$ cat src/rtl/rngcsr_pkg.sv
package rngcsr_pkg;
  localparam int OFF_STATUS  = 'h10;
  localparam int OFF_CONTROL = 'h14;
  localparam int OFF_CONFIG  = 'h18;
  localparam int OFF_OPTIONS = 'h78;
  localparam int OFF_REV     = 'h7C;
  localparam int EN_BIT      = 10;
  localparam int MAXCNT_LSB  = 16;
  localparam int REV_MAJ_LSB = 24;
  localparam int REV_MIN_LSB = 20;
  localparam int REV_PAT_LSB = 16;

  typedef struct packed {
    logic wrCtrl;
    logic wrCfg;
    logic capture;
  } strobe_t;
endpackage

$ cat src/rtl/rngcsr_ctrl.sv
module rngcsr_ctrl
  import rngcsr_pkg::*;
#(
  parameter int ADDR_W = 8,
  parameter int WORD_W = 32,
  parameter int FAIL_N = 7
) (
  input  logic              clk,
  input  logic              rstN,
  input  logic              busSel,
  input  logic              busWr,
  input  logic [ADDR_W-1:0] busAddr,
  input  logic [WORD_W-1:0] busWdata,
  input  logic              refillDone,
  input  logic [FAIL_N-1:0] failPulse,
  input  logic              genEn,
  input  logic [FAIL_N-1:0] intEn,
  output strobe_t           strb,
  output logic [FAIL_N:0]   status,
  output logic              refillReq,
  output logic              irq
);
  localparam int ST_W = FAIL_N + 1;

  logic            wrHit, wrStat;
  logic [ST_W-1:0] clrMask, setMask, statusNext;
  logic            unusedBits;

  assign wrHit  = busSel & busWr;
  assign wrStat = wrHit && (busAddr == ADDR_W'(OFF_STATUS));

  assign refillReq    = genEn & ~status[0];
  assign strb.capture = refillDone & refillReq;
  assign strb.wrCtrl  = wrHit && (busAddr == ADDR_W'(OFF_CONTROL));
  assign strb.wrCfg   = wrHit && (busAddr == ADDR_W'(OFF_CONFIG));

  assign clrMask    = wrStat ? busWdata[ST_W-1:0] : '0;
  assign setMask    = {failPulse, strb.capture};
  assign statusNext = (status & ~clrMask) | setMask;

  always_ff @(posedge clk or negedge rstN) begin
    if (!rstN) status <= '0;
    else       status <= statusNext;
  end

  assign irq = |(status[FAIL_N:1] & intEn);

  assign unusedBits = ^busWdata;

  // a written 1 on ready clears it unless a refill lands at once
  p_clear_ready_r3: assert property (@(posedge clk) disable iff (!rstN)
    (wrStat && busWdata[0] && !refillDone) |=> !status[0]);

  // ready only rises after an accepted done pulse
  p_ready_source_r4: assert property (@(posedge clk) disable iff (!rstN)
    $rose(status[0]) |-> $past(refillDone && refillReq));

  // pulsed alarm bits are set on the next edge
  p_pulse_sets_r6: assert property (@(posedge clk) disable iff (!rstN)
    (|failPulse) |=> (($past(failPulse) & ~status[FAIL_N:1]) == '0));

  // alarm bits stay set unless cleared
  p_fail_sticky_r6: assert property (@(posedge clk) disable iff (!rstN)
    ((status[FAIL_N:1] & ~clrMask[FAIL_N:1]) != '0) |=>
      (($past(status[FAIL_N:1] & ~clrMask[FAIL_N:1]) & ~status[FAIL_N:1]) == '0));
endmodule

$ cat src/rtl/rngcsr_data.sv
module rngcsr_data
  import rngcsr_pkg::*;
#(
  parameter int              ADDR_W    = 8,
  parameter int              WORD_W    = 32,
  parameter int              NUM_WORDS = 4,
  parameter int              FAIL_N    = 7,
  parameter int              MAX_W     = 16,
  parameter int              MIN_W     = 8,
  parameter logic [3:0]      REV_MAJ   = 4'd2,
  parameter logic [3:0]      REV_MIN   = 4'd3,
  parameter logic [3:0]      REV_PAT   = 4'd5,
  parameter logic [WORD_W-1:0] OPTIONS = 'h0104
) (
  input  logic                        clk,
  input  logic                        rstN,
  input  strobe_t                     strb,
  input  logic [ADDR_W-1:0]           busAddr,
  input  logic [WORD_W-1:0]           busWdata,
  input  logic [NUM_WORDS*WORD_W-1:0] refillData,
  input  logic [FAIL_N:0]             status,
  output logic [WORD_W-1:0]           busRdata,
  output logic                        genEn,
  output logic [FAIL_N-1:0]           intEn,
  output logic [MAX_W-1:0]            maxRefill,
  output logic [MIN_W-1:0]            minRefill
);
  logic [NUM_WORDS-1:0][WORD_W-1:0] words;
  logic [WORD_W-1:0] ctrlView, cfgView, revView;
  logic unusedBits;

  for (genvar k = 0; k < NUM_WORDS; k++) begin : g_word
    always_ff @(posedge clk or negedge rstN) begin
      if (!rstN)             words[k] <= '0;
      else if (strb.capture) words[k] <= refillData[k*WORD_W +: WORD_W];
    end
  end

  always_ff @(posedge clk or negedge rstN) begin
    if (!rstN) begin
      genEn <= 1'b0;
      intEn <= '0;
    end else if (strb.wrCtrl) begin
      genEn <= busWdata[EN_BIT];
      intEn <= busWdata[FAIL_N:1];
    end
  end

  always_ff @(posedge clk or negedge rstN) begin
    if (!rstN) begin
      maxRefill <= '0;
      minRefill <= '0;
    end else if (strb.wrCfg) begin
      maxRefill <= busWdata[MAXCNT_LSB +: MAX_W];
      minRefill <= busWdata[MIN_W-1:0];
    end
  end

  assign ctrlView = (WORD_W'(genEn) << EN_BIT) | (WORD_W'(intEn) << 1);
  assign cfgView  = (WORD_W'(maxRefill) << MAXCNT_LSB) | WORD_W'(minRefill);
  assign revView  = (WORD_W'(REV_MAJ) << REV_MAJ_LSB) |
                    (WORD_W'(REV_MIN) << REV_MIN_LSB) |
                    (WORD_W'(REV_PAT) << REV_PAT_LSB);

  always_comb begin
    busRdata = '0;
    for (int k = 0; k < NUM_WORDS; k++)
      if (busAddr == ADDR_W'(k * 4)) busRdata = words[k];
    case (busAddr)
      ADDR_W'(OFF_STATUS):  busRdata = WORD_W'(status);
      ADDR_W'(OFF_CONTROL): busRdata = ctrlView;
      ADDR_W'(OFF_CONFIG):  busRdata = cfgView;
      ADDR_W'(OFF_OPTIONS): busRdata = OPTIONS;
      ADDR_W'(OFF_REV):     busRdata = revView;
      default: ;
    endcase
  end

  assign unusedBits = ^busWdata;

  // output words hold while ready stays set
  p_words_stable_r5: assert property (@(posedge clk) disable iff (!rstN)
    (status[0] && $past(status[0])) |-> $stable(words));
endmodule

$ cat src/rtl/rng_csr.sv
module rng_csr
  import rngcsr_pkg::*;
#(
  parameter int ADDR_W    = 8,
  parameter int WORD_W    = 32,
  parameter int NUM_WORDS = 4,
  parameter int FAIL_N    = 7,
  parameter int MAX_W     = 16,
  parameter int MIN_W     = 8
) (
  input  logic                        clk,
  input  logic                        rstN,
  input  logic                        busSel,
  input  logic                        busWr,
  input  logic [ADDR_W-1:0]           busAddr,
  input  logic [WORD_W-1:0]           busWdata,
  output logic [WORD_W-1:0]           busRdata,
  output logic                        refillReq,
  input  logic                        refillDone,
  input  logic [NUM_WORDS*WORD_W-1:0] refillData,
  input  logic [FAIL_N-1:0]           failPulse,
  output logic                        irq,
  output logic                        genEnable,
  output logic [MAX_W-1:0]            maxRefill,
  output logic [MIN_W-1:0]            minRefill
);
  strobe_t           strb;
  logic [FAIL_N:0]   status;
  logic [FAIL_N-1:0] intEn;

  rngcsr_ctrl #(.ADDR_W(ADDR_W), .WORD_W(WORD_W), .FAIL_N(FAIL_N)) u_ctrl (
    .clk(clk), .rstN(rstN), .busSel(busSel), .busWr(busWr),
    .busAddr(busAddr), .busWdata(busWdata), .refillDone(refillDone),
    .failPulse(failPulse), .genEn(genEnable), .intEn(intEn),
    .strb(strb), .status(status), .refillReq(refillReq), .irq(irq)
  );

  rngcsr_data #(.ADDR_W(ADDR_W), .WORD_W(WORD_W), .NUM_WORDS(NUM_WORDS),
                .FAIL_N(FAIL_N), .MAX_W(MAX_W), .MIN_W(MIN_W)) u_data (
    .clk(clk), .rstN(rstN), .strb(strb), .busAddr(busAddr),
    .busWdata(busWdata), .refillData(refillData), .status(status),
    .busRdata(busRdata), .genEn(genEnable), .intEn(intEn),
    .maxRefill(maxRefill), .minRefill(minRefill)
  );

  // an interrupt needs at least one alarm bit set
  p_irq_needs_alarm_r7: assert property (@(posedge clk) disable iff (!rstN)
    irq |-> (|status[FAIL_N:1]));
endmodule

$ cat config.mk
export PLATFORM = sky130hd
export DESIGN_NAME = rng_csr
export DESIGN_NICKNAME = d
export VERILOG_FILES = /design/src/rtl/rngcsr_pkg.sv /design/src/rtl/rngcsr_ctrl.sv /design/src/rtl/rngcsr_data.sv /design/src/rtl/rng_csr.sv
export SDC_FILE = /design/constraint.sdc
export NUM_CORES = 1
export LEC_CHECK = 0
export BUFFER_PORTS_ARGS = -buffer_cell sky130_fd_sc_hd__buf_4
export CORE_MARGIN = 5
export CORE_UTILIZATION = 50
export DETAILED_ROUTE_END_ITERATION = 8
export GPL_ROUTABILITY_DRIVEN = 0
export PLACE_DENSITY = 0.78
export SYNTH_ARGS = -nofsm -noshare
export SYNTH_HDL_FRONTEND = slang
export SYNTH_SLANG_ARGS = --single-unit
$ cat constraint.sdc
create_clock -name clk -period 2.7 [get_ports clk]
set_input_delay 0.135 -clock clk [delete_from_list [all_inputs] [get_ports clk]]
set_output_delay 0.135 -clock clk [all_outputs]
set_load 0.01 [all_outputs]
Word-level counts from Yosys, hierarchy flattened. Cells that the tools add are included.

$add $sub $neg: 0. Multipliers: 0. Div/mod/pow operators: 0. $lt $le $gt $ge: 0. Eq/ne operators: 8. Shift operators: 0. Multiplexer cells: 6. Bitwise gates (word level): 10. Reductions and logical operators: 5.

Operators with widths (count): 32-bit one-hot mux with 5 select lines (1); 32-bit two-way mux (4); 32-bit by 8-bit bitwise OR with 32-bit output (1); 8-bit by 5-bit equality test with 1-bit output (second input constant) (3); 8-bit by 4-bit equality test with 1-bit output (second input constant) (2); 8-bit by 7-bit equality test with 1-bit output (second input constant) (2); 11-bit by 8-bit bitwise OR with 11-bit output (1); 8-bit bitwise AND (1); 8-bit by 3-bit equality test with 1-bit output (second input constant) (1); 8-bit logical NOT (1); 8-bit two-way mux (1); 8-bit NOT (1); 8-bit bitwise OR (1); 7-bit bitwise AND (1); 7-bit OR reduction (1); 1-bit bitwise AND (3); 1-bit logical AND (3); 1-bit NOT (1).

Flip-flop bits (word level): 168. Latch bits: 0. Bits in writable memories: 0. Memory bits (read-only): 0. Input bits: 180. Output and inout bits: 59. Logic and storage cells: 38. Memories kept: 0.

Depth between registers and ports, before layout.
Word-level depth: 6. Depth in mapped cells: 7. Gate-level depth less buffers: 4.

Hierarchy. Synthesis repeated with hierarchy kept, for this count alone.

Cell total of the unflattened synthesis: 602. Area total of the unflattened synthesis: 8127.8 µm².

By module, submodules not included: rngcsr_data (times used 1, cells each 556, area an instance 7661.1 µm², sequential area each 4003.8 µm²); rngcsr_ctrl (times used 1, cells each 46, area an instance 466.7 µm², sequential area each 200.2 µm²).

Worst setup path after synthesis. No wires, ideal clock.

Path kind: input -> register. From: in busAddr[1]. To: reg u_data.maxRefill[10]. Library setup time: 125 ps. Data arrival time: 1747 ps. Required time: 2575 ps. Path slack: 828 ps. Stages on the path: 5. Buffers on the path: 2. Cell sequence: or4_1 -> buf_6 -> nor4b_4 -> buf_6 -> mux2_2.

Cells in the longest elaborated chain, start to end: 2.

Ends and longest elaborated chain: from (decl) (RTL line rng_csr.sv:15) `input logic [ADDR_W-1:0] busAddr,`; 8-bit by 5-bit equality test with 1-bit output (RTL line rngcsr_ctrl.sv:35) `assign strb.wrCfg = wrHit && (busAddr == ADDR_W'(OFF_CONFIG));`; 1-bit logical AND (RTL line rngcsr_ctrl.sv:35); to (signal assigned) (RTL line rngcsr_data.sv:54) `maxRefill <= busWdata[MAXCNT_LSB +: MAX_W];`; to (decl) (RTL line rngcsr_data.sv:25) `output logic [MAX_W-1:0] maxRefill,`.

No other way between the ends. A chain may end at the register's enable or synchronous reset.

Worst setup path in the final report.
From: in busAddr[1]. To: out busRdata[25].

Cells in the longest elaborated chain, start to end: 6. Elaborated cells on any way between the ends: 14. Those cells by class: 8 x eq/ne; 5 x mux; 1 x reduce/logical.

Ends and longest elaborated chain: 8-bit logical NOT (RTL line rngcsr_data.sv:68) `if (busAddr == ADDR_W'(k * 4)) busRdata = words[k];`; 32-bit two-way mux (4 in series) (RTL line rngcsr_data.sv:68); 32-bit one-hot mux with 5 select lines * (RTL line rngcsr_data.sv:69) `case (busAddr)`; to (decl) (RTL line rng_csr.sv:17) `output logic [WORD_W-1:0] busRdata,`.

Mark *: on every way between the ends. The rest lies on a longest branch, timed or not.

==> impl_results.md <==
- Top post-synthesis cells by area: dfrtp_1 55%, mux2_2 23%, mux4_2 6.7%
- Antenna violations before repair: 2
- Worst reg2reg endpoint: u_data.words[35]
- WHS Endpoint: u_ctrl.status[6]
- Die H: 134 µm
- CORE AREA: 15100 µm²
- CP max FO: 16
- Residual DRC: 0
- Post-synthesis sequential area ratio: 54.7%
- Fmax: 0.469 GHz
- Post_cts resized: 0
- Worst-path clk slew: 0.06 ns
- Max Root-Sink Buffers: 2
- DR WL/cell: 21.1 µm
- GR peak layer: met2
- Unique masters post-synth: 37
- Post-synth top area cell: dfrtp_1
- Fraction of registers with async set/reset: 100%
- Setup TNS Final: 0 ns
- Design Area, Final: 11900 µm²
- Hold depth: 5
- Flop pwr share: 46.0%
- Met1 Use GR: 31.1%
- Starting Density: 50.7%
- GR met2 Demand/Resource: 48.2%
- Critical path type: in -> out
- Antenna viol nets, final: 0
- FF-to-FF setup slack: 0.90 ns
- Tot GR Track Use: 27.2%
- Worst R2R Start: u_data.genEn
- Status: finished clean
- Type of origin of the critical path: input pin
- Seq cells post-synth: 168
- Power Internal: 5.09 mW
- Final HPWL DP: 14500 µm
- Post-CTS setup buffer count: 0
- P_sw: 1.57 mW
- Final setup violation count: 0
- Crit path time final: 2.13 ns
- Largest net degree at the start of global routing: 75
- Vias per inst: 5.56
- Die area: 17900 µm²
- Leakage power: 5.83 nW
- First-pass GRT wire length: 37800 µm
- Clock power frac: 37.0%
- Fin Hold WS: 0.244 ns
- FF-to-FF path depth: 4
- Chip width: 134 µm
- Synth-to-Final Area Change: 54.9%
- Fin util: 78.6%
- Period utilization: 79.0%
- Clk_lat worst skew: 0.42 ns
- Final Hold Viols: 0
- Synth Net Count: 716
- Slew headroom: 47.7%
- Pre-antenna DRT Iters: 5
- Critical path arrival: 2.00 ns
- Slew @ Worst Pin: 0.784 ns
- Total gr overflow: 0
- Ys flop type: dfrtp_1
- Post-synth top area share: 54.7%
- Min-delay src: busAddr[7]
- DR vias: 6296
- Synth top cells by count: 168 x dfrtp_1, 160 x mux2_2, 32 x nand2_1
- TritonCTS Buffers: 17
- Peak VDD IR: 0.000418 V
- Met3 usage: 6.23%
- Req. time, crit path: 2.57 ns
- Switching share of power: 23.6%
- Clock Sink Count: 168
- Post-synth EDFFs: 0
- CTS tree: done
- Type of the most critical hold path: in -> reg
- RSZ-0062 raised after global routing: false
- Iteration-0 DRC Markers: 314
- # IOs: 239
- Number of port buffers: 231
- Layout cells sized above 1: 49.3%
- Gate power share: 17.1%
- Cell with the most instances after synthesis: dfrtp_1
- Synth Instances: 536
- Max_cap viols: 0
- Placed Area: 9670 µm²
- Root Driver: clkbuf_16
- Ys Warns: 0
- Depth of the CTS H-tree: 4
- Mapped cell area: 7680 µm²
- Filler instances: 839
- CP Capture Type: output pin
- Final Slew Violations: 0
- Wirelength, routed: 23900 µm
- Setup Skew: 0.00716 ns
- Final #Nets: 1110
- Vias in the first global route: 7176
- Avg Cell Area, Syn: 14.3 µm²
- Row count: 45
- Pwr Density: 560 nW/µm²
[cells in the final DEF, fill, tap and decap left out, types with 3 or more instances in the layout]
cell	Yosys	layout
a21o_1	7	7
nor2_1	9	9
dlygate4sd3_1	0	164
buf_12	0	4
a22oi_1	7	7
o21ai_0	16	16
clkbuf_16	0	17
mux2_2	160	160
dfrtp_1	168	168
mux4_2	23	23
and2_1	7	7
a21oi_1	7	7
buf_4	1	241
bufinv_16	0	3
mux2i_1	17	17
nand2_1	32	31
a22o_1	12	12
o221ai_1	9	9
a211oi_1	4	4
clkinv_2	0	3
[registers in the layout (all words and copies together), names as in the netlist]
| name | cells |
|---|---|
| u_data.intEn | 7 |
| u_ctrl.status | 8 |
| u_data.words | 128 |
| u_data.minRefill | 8 |
| u_data.genEn | 1 |
| u_data.maxRefill | 16 |
[cell type report]
cell class / instances / area [µm²] / share of cell area, %
Antenna cell: 2 / 5.00 / 0.0420
Clock buffer: 20 / 447 / 3.75
Clock inverter: 11 / 146 / 1.23
Inverter: 1 / 3.75 / 0.0315
Multi-Input combinational cell: 332 / 3320 / 27.9
Sequential cell: 168 / 4200 / 35.3
Tap cell: 188 / 235 / 1.98
Timing Repair Buffer: 410 / 3540 / 29.8
[metrics by stage]
stage	power [mW]	setup WS (ns)	instances
after detailed placement	4.00	0.598	935
after global routing	6.93	0.438	1132
after global placement	3.94	0.640	935
after CTS	6.65	0.651	1130
after floorplan	3.56	0.828	536
final	6.66	0.568	1132
[critical path, cell delays in order]
cell and delay [ns]:
buf_4 0.12, nor3_1 0.45, and4_1 0.80, nand2_1 0.12, a22oi_1 0.20, buf_4 0.16
[how the worst max path moves through the flow]
stage                from                   end  slack (ns)  cells past startpoint
2_1_floorplan  busAddr[1]  u_data.maxRefill[10]        0.83                      5
3_3_place_gp   busAddr[1]   u_data.maxRefill[2]        0.64                      5
3_5_place_dp   busAddr[1]   u_data.maxRefill[3]        0.60                      5
4_1_cts        busAddr[1]          busRdata[25]        0.65                      7
5_1_grt        busAddr[1]          busRdata[25]        0.44                      6
6_report       busAddr[1]          busRdata[25]        0.57                      6
[repair_timing]
action | 4_1_cts | 5_1_grt
hold endpoints to repair | 240 | 0
hold buffers | 164 | 0
setup endpoints to repair | 0 | 0
[per-layer routing]
metal,part of all wire [%],up-vias,routed length (µm)
li1,-,2784,-
met1,38,3142,9040
met2,52,277,12500
met3,5.7,93,1370
met4,4.4,0,1040
met5,0,-,0
[power by group through the flow]
stage / combinational, mW / sequential, mW / clock [mW]
2_1_floorplan: 0.537 / 3.03 / 0
3_3_place_gp: 0.887 / 3.05 / 0
3_5_place_dp: 0.923 / 3.08 / 0
4_1_cts: 1.12 / 3.04 / 2.49
5_1_grt: 1.23 / 3.09 / 2.60
6_report: 1.14 / 3.06 / 2.46
[cells by family after synthesis]
| family | after synthesis | synth area share, % |
|---|---|---|
| and+or+nand+nor | 67 | 4.72 |
| muxes | 200 | 32.4 |
| buffers and inverters | 36 | 2.21 |
| DFF | 168 | 54.7 |
| AOI/OAI and AO/OA | 65 | 5.94 |
No activity file was read; power rests on OpenSTA's default activity.
